`config.mk`:
```
export PLATFORM = sky130hd
export DESIGN_NAME = cfg_obj_mbox
export DESIGN_NICKNAME = d
export VERILOG_FILES = /design/src/rtl/mbx_pkg.sv /design/src/rtl/mbx_datapath.sv /design/src/rtl/mbx_ctrl.sv /design/src/rtl/cfg_obj_mbox.sv
export SDC_FILE = /design/constraint.sdc
export NUM_CORES = 1
export LEC_CHECK = 0
export ABC_AREA = 1
export BUFFER_PORTS_ARGS = -buffer_cell sky130_fd_sc_hd__buf_2
export CAP_MARGIN = 15
export CORE_AREA = 2 2 128 130
export DETAILED_ROUTE_END_ITERATION = 10
export DIE_AREA = 0 0 130 132
export GPL_TIMING_DRIVEN = 0
export PLACE_DENSITY_LB_ADDON = 0.15
export SLEW_MARGIN = 20
export SYNTH_ARGS = -nofsm -noshare
export SYNTH_HDL_FRONTEND = slang
export SYNTH_SLANG_ARGS = --single-unit
```
`constraint.sdc`:
```
create_clock -name clk -period 11.16 [get_ports clk]
set_input_delay 0.558 -clock clk [delete_from_list [all_inputs] [get_ports clk]]
set_output_delay 0.558 -clock clk [all_outputs]
set_load 0.05 [all_outputs]
```
`src/rtl/mbx_pkg.sv`:
```
package mbx_pkg;

  localparam logic [11:0] OFS_CTRL   = 12'h168;
  localparam logic [11:0] OFS_STATUS = 12'h16C;
  localparam logic [11:0] OFS_WMB    = 12'h170;
  localparam logic [11:0] OFS_RMB    = 12'h174;

  localparam logic [15:0] VID_BASE = 16'h0001;
  localparam logic [15:0] VID_EXT  = 16'h1E98;

  typedef enum logic [1:0] {
    S_IDLE  = 2'd0,
    S_PARSE = 2'd1,
    S_READY = 2'd2
  } mbxState_t;

  typedef enum logic [2:0] {
    K_NONE  = 3'd0,
    K_DISC  = 3'd1,
    K_MEAS  = 3'd2,
    K_COMPL = 3'd3,
    K_TABLE = 3'd4
  } objKind_t;

  typedef struct packed {
    logic pushReq;
    logic clrReq;
    logic build;
    logic advance;
  } mbxStrobes_t;

endpackage

```
`src/rtl/mbx_datapath.sv`:
```
module mbx_datapath
  import mbx_pkg::*;
#(
  parameter int REQ_DEPTH = 8,
  parameter int RSP_DEPTH = 8,
  parameter logic [31:0] COMPL_CAPS = 32'h0000_00A1
) (
  input  logic        clk,
  input  logic        rstN,
  input  mbxStrobes_t stb,
  input  logic [31:0] wrData,
  output logic        reqFull,
  output logic        reqValid,
  output logic        rspLast,
  output logic [31:0] rspWord
);

  localparam int REQ_IW    = $clog2(REQ_DEPTH);
  localparam int REQ_CW    = $clog2(REQ_DEPTH + 1);
  localparam int RSP_PW    = $clog2(RSP_DEPTH);
  localparam int TBL_WORDS = RSP_DEPTH - 2;

  logic [31:0]       reqMem [REQ_DEPTH];
  logic [REQ_CW-1:0] reqCnt;
  logic [31:0]       rspMem [RSP_DEPTH];
  logic [31:0]       rspNext [RSP_DEPTH];
  logic [RSP_PW:0]   rspLen, rspLenNext;
  logic [RSP_PW-1:0] rspPtr;

  // request buffer
  always_ff @(posedge clk or negedge rstN) begin
    if (!rstN)            reqCnt <= '0;
    else if (stb.clrReq)  reqCnt <= '0;
    else if (stb.pushReq) reqCnt <= reqCnt + 1'b1;
  end

  always_ff @(posedge clk) begin
    if (stb.pushReq) reqMem[reqCnt[REQ_IW-1:0]] <= wrData;
  end

  assign reqFull = (32'(reqCnt) >= REQ_DEPTH);

  // header decode
  logic [15:0] hdrVendor;
  logic [7:0]  hdrType;
  logic [15:0] lenField;
  logic [31:0] reqArg;
  objKind_t    kind;

  assign hdrVendor = reqMem[0][15:0];
  assign hdrType   = reqMem[0][23:16];
  assign lenField  = reqMem[1][15:0];
  assign reqArg    = reqMem[2];

  always_comb begin
    kind = K_NONE;
    if (hdrVendor == VID_BASE && hdrType == 8'd0) kind = K_DISC;
    if (hdrVendor == VID_BASE && hdrType == 8'd1) kind = K_MEAS;
    if (hdrVendor == VID_EXT  && hdrType == 8'd0) kind = K_COMPL;
    if (hdrVendor == VID_EXT  && hdrType == 8'd2) kind = K_TABLE;
  end

  assign reqValid = (kind != K_NONE) && (32'(reqCnt) >= 3) &&
                    (32'(lenField) == 32'(reqCnt)) &&
                    !(kind == K_DISC && reqArg > 32'd3);

  function automatic logic [31:0] discEntry(input logic [1:0] idx);
    case (idx)
      2'd0:    discEntry = {8'd1, 8'd0, VID_BASE};
      2'd1:    discEntry = {8'd2, 8'd1, VID_BASE};
      2'd2:    discEntry = {8'd3, 8'd0, VID_EXT};
      default: discEntry = {8'd0, 8'd2, VID_EXT};
    endcase
  endfunction

  // response assembly
  always_comb begin
    rspLenNext = (kind == K_TABLE) ? (RSP_PW + 1)'(RSP_DEPTH) : (RSP_PW + 1)'(3);
    for (int i = 0; i < RSP_DEPTH; i++) rspNext[i] = '0;
    rspNext[0] = {8'd0, hdrType, hdrVendor};
    rspNext[1] = 32'(rspLenNext);
    case (kind)
      K_DISC:  rspNext[2] = discEntry(reqArg[1:0]);
      K_MEAS:  rspNext[2] = {16'd0, reqArg[15:0]};
      K_COMPL: rspNext[2] = COMPL_CAPS;
      K_TABLE: begin
        for (int k = 0; k < TBL_WORDS; k++)
          rspNext[k + 2] = {8'hDA, reqArg[7:0], 8'h00, 8'(k)};
      end
      default: ;
    endcase
  end

  always_ff @(posedge clk or negedge rstN) begin
    if (!rstN) begin
      rspLen <= '0;
      rspPtr <= '0;
    end else if (stb.build) begin
      rspLen <= rspLenNext;
      rspPtr <= '0;
    end else if (stb.advance) begin
      rspPtr <= rspPtr + 1'b1;
    end
  end

  always_ff @(posedge clk) begin
    if (stb.build)
      for (int i = 0; i < RSP_DEPTH; i++) rspMem[i] <= rspNext[i];
  end

  assign rspLast = ({1'b0, rspPtr} == rspLen - 1'b1);
  assign rspWord = rspMem[rspPtr];


  no_overflow_chk: assert property (@(posedge clk) disable iff (!rstN)
    stb.pushReq |-> (32'(reqCnt) < REQ_DEPTH));


  advance_in_range_chk: assert property (@(posedge clk) disable iff (!rstN)
    stb.advance |-> ({1'b0, rspPtr} < rspLen));


  rsp_len_fits_chk: assert property (@(posedge clk) disable iff (!rstN)
    stb.build |=> (rspLen >= 3 && 32'(rspLen) <= RSP_DEPTH));

endmodule

```
`src/rtl/mbx_ctrl.sv`:
```
module mbx_ctrl
  import mbx_pkg::*;
(
  input  logic        clk,
  input  logic        rstN,
  input  logic        cfgWr,
  input  logic [11:0] cfgAddr,
  input  logic        goBit,
  input  logic        abortBit,
  input  logic        reqFull,
  input  logic        reqValid,
  input  logic        rspLast,
  output mbxStrobes_t stb,
  output logic        busy,
  output logic        ready,
  output logic        errFlag
);

  mbxState_t state;
  logic wrCtrl, abortReq, goReq, wrWmb, wrRmb, idleOpen;

  assign wrCtrl   = cfgWr && (cfgAddr == OFS_CTRL);
  assign abortReq = wrCtrl && abortBit;
  assign goReq    = wrCtrl && goBit && !abortBit;
  assign wrWmb    = cfgWr && (cfgAddr == OFS_WMB);
  assign wrRmb    = cfgWr && (cfgAddr == OFS_RMB);
  assign idleOpen = (state == S_IDLE) && !errFlag;

  always_comb begin
    stb = '0;
    if (abortReq) begin
      stb.clrReq = 1'b1;
    end else begin
      case (state)
        S_IDLE:  if (wrWmb && idleOpen && !reqFull) stb.pushReq = 1'b1;
        S_PARSE: if (reqValid) stb.build = 1'b1;
        S_READY: if (wrRmb) begin
          stb.advance = 1'b1;
          if (rspLast) stb.clrReq = 1'b1;
        end
        default: ;
      endcase
    end
  end

  always_ff @(posedge clk or negedge rstN) begin
    if (!rstN) begin
      state   <= S_IDLE;
      errFlag <= 1'b0;
    end else if (abortReq) begin
      state   <= S_IDLE;
      errFlag <= 1'b0;
    end else begin
      case (state)
        S_IDLE: begin
          if (wrWmb && idleOpen && reqFull) errFlag <= 1'b1;
          else if (goReq && idleOpen)       state   <= S_PARSE;
        end
        S_PARSE: begin
          if (reqValid) state <= S_READY;
          else begin
            state   <= S_IDLE;
            errFlag <= 1'b1;
          end
        end
        S_READY: if (wrRmb && rspLast) state <= S_IDLE;
        default: state <= S_IDLE;
      endcase
    end
  end

  assign busy  = (state == S_PARSE);
  assign ready = (state == S_READY);


  busy_one_cycle_chk: assert property (@(posedge clk) disable iff (!rstN)
    busy |=> !busy);


  err_no_ready_chk: assert property (@(posedge clk) disable iff (!rstN)
    errFlag |-> !ready);


  abort_clears_chk: assert property (@(posedge clk) disable iff (!rstN)
    abortReq |=> (!errFlag && !busy && !ready));

endmodule

```
`src/rtl/cfg_obj_mbox.sv`:
```
module cfg_obj_mbox
  import mbx_pkg::*;
#(
  parameter int REQ_DEPTH = 8,
  parameter int RSP_DEPTH = 8,
  parameter logic [31:0] COMPL_CAPS = 32'h0000_00A1
) (
  input  logic        clk,
  input  logic        rstN,
  input  logic        cfgWr,
  input  logic [11:0] cfgAddr,
  input  logic [31:0] cfgWdata,
  output logic [31:0] cfgRdata
);

  mbxStrobes_t stb;
  logic reqFull, reqValid, rspLast, busy, ready, errFlag;
  logic [31:0] rspWord;

  mbx_ctrl u_ctrl (
    .clk      (clk),
    .rstN     (rstN),
    .cfgWr    (cfgWr),
    .cfgAddr  (cfgAddr),
    .goBit    (cfgWdata[31]),
    .abortBit (cfgWdata[0]),
    .reqFull  (reqFull),
    .reqValid (reqValid),
    .rspLast  (rspLast),
    .stb      (stb),
    .busy     (busy),
    .ready    (ready),
    .errFlag  (errFlag)
  );

  mbx_datapath #(
    .REQ_DEPTH  (REQ_DEPTH),
    .RSP_DEPTH  (RSP_DEPTH),
    .COMPL_CAPS (COMPL_CAPS)
  ) u_dp (
    .clk      (clk),
    .rstN     (rstN),
    .stb      (stb),
    .wrData   (cfgWdata),
    .reqFull  (reqFull),
    .reqValid (reqValid),
    .rspLast  (rspLast),
    .rspWord  (rspWord)
  );

  always_comb begin
    case (cfgAddr)
      OFS_STATUS: cfgRdata = {ready, 29'd0, errFlag, busy};
      OFS_RMB:    cfgRdata = ready ? rspWord : 32'd0;
      default:    cfgRdata = 32'd0;
    endcase
  end

endmodule

```
# Word level (Yosys, flattened, before mapping)
# Memories as Yosys holds them, arrays and structs flattened.
# Index checks and enable logic that the tools add are counted.
[classes]
muxes = 40
n_reduce_logical = 33
n_addsub = 3
n_eq_ne = 23
order_cmp = 3
[op_table]
columns = ["operator", "n"]
rows = [
  ["$mux W160", 1],
  ["$pmux W32 S4", 1],
  ["$pmux W26 S3", 1],
  ["$pmux W32 S2", 1],
  ["$eq A12 B9 Y1 const B", 4],
  ["$gt A32 B2 Y1 const B", 1],
  ["$mux W32", 1],
  ["$logic_and A1 B1 Y1", 20],
  ["$mux W1", 19],
  ["$eq A16 B1 Y1 const B", 1],
  ["$eq A16 B13 Y1 const B", 1],
  ["$eq A16 B4 Y1", 1],
  ["$mux W2", 8],
  ["$mux W4", 3],
  ["$ne A3 B2 Y1 const B", 4],
  ["$mux W3", 3],
  ["$eq A8 B1 Y1 const B", 1],
  ["$eq A8 B2 Y1 const B", 1],
  ["$logic_not A8 Y1", 1],
  ["$eq A3 B2 Y1 const B", 2],
  ["$pmux W2 S3", 1],
  ["$reduce_and A3 Y1", 2],
  ["$reduce_bool A3 Y1", 2],
  ["$add A4 B1 Y4 const B", 1],
  ["14 further kinds", 21],
]
[word_totals]
output_inout_bits = 32
elab_cells = 109
n_memories = 2
mem_bits_rw = 512
inputBits = 47
reg_bits = 14
[memory_table]
columns = ["memory", "depth", "word_bits", "read_ports", "rd_ports_with_merged_regs", "wr", "line_no", "text"]
rows = [
  ["u_dp.reqMem", 8, 32, 3, 0, 1, "mbx_datapath.sv:23", "logic [31:0] reqMem [REQ_DEPTH];"],
  ["u_dp.rspMem", 8, 32, 1, 0, 8, "mbx_datapath.sv:25", "logic [31:0] rspMem [RSP_DEPTH];"],
]

# Longest topological paths before layout
# An unclocked memory read counts as a cell.
[logic_depth]
depth_word = 16
ltp_mapped = 12
depth_no_buf = 12

# Modules after synthesis
# Synthesis repeated with hierarchy kept, for this count alone.
[unflattened]
cells_unflattened = 616
hier_area_um2 = 6666.4
[by_module_without_submodules]
columns = ["mod", "cells_each", "instances", "area_per_inst_um2", "seq_area_each_um2"]
rows = [
  ["mbx_datapath", 471, 1, 5826.8, 4219.0],
  ["cfg_obj_mbox", 85, 1, 437.9, 0.0],
  ["mbx_ctrl", 60, 1, 401.6, 75.1],
]

# Worst setup path before layout
# OpenSTA, ideal clock, no wires.
[synth_timing]
path_kind = "input to register"
from = "in cfgAddr[7]"
to = "mem u_dp.reqMem[2][0], enable pin"
path_slack_ns = 7.246
path_stages = 6
arrival_ns = 3.453
required_ns = 10.699
n_path_buf = 0
setup_time_ns = 0.461
path_cell_list = "nand3b_1 > nor2_2 > nand2_1 > nor2_2 > nand2_1 > nor3_1"
[synth_between]
elab_chain_len = 9
elab_cells_between_ends = 12
cone_classes = "2 x eq/ne; 5 x mux; 5 x reduce/logical"
[synth_lines]
columns = ["item", "line_no", "text"]
rows = [
  ["from (decl)", "cfg_obj_mbox.sv:11", "input logic [11:0] cfgAddr,"],
  ["$eq A12 B9 Y1", "mbx_ctrl.sv:25", "assign wrWmb = cfgWr && (cfgAddr == OFS_WMB);"],
  ["$logic_and A1 B1 Y1", "mbx_ctrl.sv:25", ""],
  ["$logic_and A1 B1 Y1 (2 in series)", "mbx_ctrl.sv:35", "S_IDLE: if (wrWmb && idleOpen && !reqFull) stb.pushReq = 1'b1;"],
  ["$mux W1", "mbx_ctrl.sv:35", ""],
  ["$mux W1", "mbx_ctrl.sv:34", "case (state)"],
  ["$mux W1 (*)", "mbx_ctrl.sv:31", "if (abortReq) begin"],
  ["$mux W1 (*)", "mbx_datapath.sv:38", "if (stb.pushReq) reqMem[reqCnt[REQ_IW-1:0]] <= wrData;"],
  ["$mux W1 (not written as such) (*)", "mbx_datapath.sv:38", ""],
  ["to (decl)", "mbx_datapath.sv:23", ""],
]
# Mark *: on every way between the ends. The rest lies on a longest branch, timed or not.

# Worst setup path after layout
[layout_timing]
from = "reg u_dp.rspPtr[1]"
to = "out cfgRdata[10]"
[layout_between]
elab_chain_len = 3
[layout_lines]
columns = ["item", "line_no", "text"]
rows = [
  ["from (decl)", "mbx_datapath.sv:28", "logic [RSP_PW-1:0] rspPtr;"],
  ["from (signal assigned)", "mbx_datapath.sv:102", "rspPtr <= rspPtr + 1'b1;"],
  ["$mem_v2 Z8 W32", "--", ""],
  ["$mux W32", "cfg_obj_mbox.sv:54", "OFS_RMB: cfgRdata = ready ? rspWord : 32'd0;"],
  ["$pmux W32 S2", "cfg_obj_mbox.sv:52", "case (cfgAddr)"],
  ["to (decl)", "cfg_obj_mbox.sv:13", "output logic [31:0] cfgRdata"],
]
# Every way passes these cells.

==> results.toml <==
[run_status]
outcome = "completed"

[yosys]
avgSynthCellArea_um2 = 11.4
synth-seq-area-share_pct = 69.1
synth_edf_count = 133
yosysTopAreaCell = "edfxtp_1"
yosysWarnings = 0
synth.top_cell.area_share_pct = 64.2
synth_area_um2 = 6220
synth_area_leaders = "edfxtp_1 (64%), nor2_1 (8.0%), dfrtp_1 (4.8%), nand2_1 (4.5%), inv_1 (3.2%)"
async_flop_share_pct = 8.28
synthCells = 546
synth.distinct_cells = 40
ys_ff_latch = 145
synth_flop_cell = "edfxtp_1"

[sta]
rsz0062_at_grt = "no"
max_freq_mhz = 355
max_slew.worst_pin.slew_ns = 0.771
period_needed_ns = 2.82
setup_ws_ns = 8.34
period_share_pct = 25.2
fin_setup_tns_ns = 0
drv_slew = 0
setup_viol = 0
hold_viol_final = 0
maxSlewHeadroom_pct = 48.6
fin_skew_ns = 0.00714

[layout]
multi_input_area_um2 = 1620
instances_no_fill = 878
regArea_um2 = 4290
drive_above_1_share_pct = 24.6
layout.nets = 703
fin_util_pct = 48.1
fillCellCount = 1433
num_antenna_cells = 0
area.growth.synth_to_final_pct = 21.6

[worst_setup_path]
critPathArrivalTime_ns = 2.26
cp-end-kind = "primary output"
critPathKind = "reg -> out"
worstPathRequired_ns = 10.60
worst-path-max-fanout = 10
critPathLaunchType = "flop"

[global_route]
grt-ovfl-total = 0
antenna_found_initial = 0
grt_pass1_wl_um = 20700
grt_pass1_vias = 4013
grt_max_degree = 63
grt_usage_pct = 16.2

[pwr]
power.share.clock_pct = 49.4
peakVddDrop_uv = 117
leakage_nw = 3.19
swShare_pct = 18.9
pwr-share-comb_pct = 1.3
p_per_area_nw_per_um2 = 158
p_sw_uw = 225
seqPwrFrac_pct = 49.3
p_int_uw = 969

[clock_tree]
cts-resized-gates = 0
htreeDepth = 4
numCtsBuffers = 17
clockRootBuffer = "clkbuf_16"
clk_pin_slew_worst_paths_ns = 0.06
ctsHoldBuffers = 0
cts_buffer_depth = 2
tritoncts = "yes"
clock-sinks = 145
postCtsSetupRepairBufs = 0
insertion_delay_ns = 0.42

[worst_hold_path]
hold_class = "in -> async"

[detailed_routing]
drc_errors = 0
via_per_inst = 4.67
wl_per_cell_um = 14.8
drt-total-wl_um = 13000
final_antenna_net_count = 0
vias = 4101
drt-initial-drc-count = 297
dr.pass1.iters = 4

[floorplanning]
row_count = 46
die-area_um2 = 17200
ios = 79
core_area_um2 = 15700
die_y_um = 132
die_x_um = 130
initial_core_util_pct = 39.6

[job]
max_cap_viol_count = 0

[placed_design]
place.gp.congestion = 0.824
dpl.hpwl_um = 9720
placedCellCount = 846
dpl_worst_slack_ns = 8.36
port_buffers = 76
## worst max-delay path, cell delays in order, from the launching register on
cell,delay (ns)
dfrtp_1,0.39
buf_4,0.18
inv_1,0.19
clkbuf_1,0.41
nor2_1,0.11
nor3_2,0.25
buf_2,0.30
## area by class of cell
type	count	share of cell area [%]
Sequential cell	145	56.8
Multi-Input combinational cell	326	21.5
Timing Repair Buffer	83	5.71
Clock buffer	18	5.68
Tap cell	216	3.58
Inverter	62	3.15
Clock inverter	14	2.47
Buffer	14	1.13
## final timing paths
kind	cells after the start	to	from	slack, ns
max reg2reg	9	u_dp.rspMem[2][30]$_SDFFCE_PN0P_	u_dp.reqMem[0][1]$_DFFE_PP_	8.65
min reg2reg	0	u_dp.rspMem[0][15]$_DFFE_PP_	u_dp.reqMem[0][15]$_DFFE_PP_	0.46
max in group asynchronous	1	u_dp.rspPtr[2]$_DFFE_PN0P_	rstN	10.90
min	1	u_dp.reqCnt[0]$_DFFE_PN0P_	rstN	0.02
min in group clk	1	u_dp.reqMem[2][26]$_DFFE_PP_	cfgWdata[26]	0.31
max	6	cfgRdata[10]	u_dp.rspPtr[1]$_DFFE_PN0P_	8.34
## logic make-up (layout without fill, tap and decap cells)
kind of cell | count (synthesis) | count (layout) | share of synthesized area (%)
flip-flops | 145 | 145 | 69.1
XOR/XNOR | 1 | 1 | 0.141
buffers and inverters | 76 | 191 | 5.15
adder cells (fa/ha/maj) | 7 | 7 | 1.41
other | 1 | 2 | 0.0603
AND/OR/NAND/NOR | 265 | 265 | 19.6
AO/OA/AOI/OAI | 51 | 51 | 4.61
## flip-flops by register name, indices dropped and copies added, names as in the netlist
name / count
u_dp.rspPtr: 3
u_ctrl.errFlag: 1
u_dp.rspLen: 2
u_ctrl.state: 2
u_dp.reqCnt: 4
u_dp.reqMem: 72
u_dp.rspMem: 61
## layer usage
layer / part of all wire [%] / GRT usage (%) / vias to the layer above / routed length [um]
li1: - / - / 2052 / -
met5: 0 / 0 / - / 0
met2: 50 / 25.7 / 101 / 6510
met1: 44 / 21.6 / 1933 / 5770
met3: 4.2 / 3.98 / 15 / 553
met4: 1.4 / 6.09 / 0 / 186
## synthesized netlist by cell type, types with 4 or more instances
| library cell | n |
|---|---|
| buf_2 | 5 |
| edfxtp_1 | 133 |
| nor2_2 | 4 |
| nand4_1 | 5 |
| nor4_2 | 4 |
| ha_1 | 7 |
| a21oi_1 | 19 |
| nor3_1 | 7 |
| inv_1 | 53 |
| nor4_1 | 8 |
| o21ai_0 | 14 |
| buf_4 | 5 |
| nand2_1 | 75 |
| nor2_1 | 133 |
| nor2_4 | 4 |
| nor3_2 | 9 |
| nand3_1 | 7 |
| dfrtp_1 | 12 |
| o21ai_1 | 6 |
| inv_2 | 7 |
## power groups by stage
stage               combinational (mW)  clock [mW]  sequential [mW]
finish                          0.0156       0.590            0.589
global route                    0.0175       0.624            0.589
global placement                0.0151           0            0.600
detailed placement              0.0158           0            0.600
CTS                             0.0158       0.598            0.589
floorplan                      0.00365           0            0.601
## cell usage in the layout, fill, tap and decap left out, drive strengths merged, types with 5 or more instances in the layout
cell type  instances
nand2             78
nand4              5
clkbuf            21
nor3              16
nor4              12
dfrtp             12
clkinv             8
nor2             141
edfxtp           133
inv               63
nand3             10
a21oi             20
o21ai             20
buf               94
ha                 7
## through the flow
stage          cell area (um2)  total power [mW]  hold WS, ns
3_3_place_gp              6870             0.615        0.437
5_1_grt                   7560              1.23       0.0348
4_1_cts                   7560              1.20       0.0135
2_1_floorplan             6220             0.604        0.262
3_5_place_dp              6940             0.616        0.443
6_report                  7560              1.19       0.0194
No activity file was read; power rests on OpenSTA's default activity.
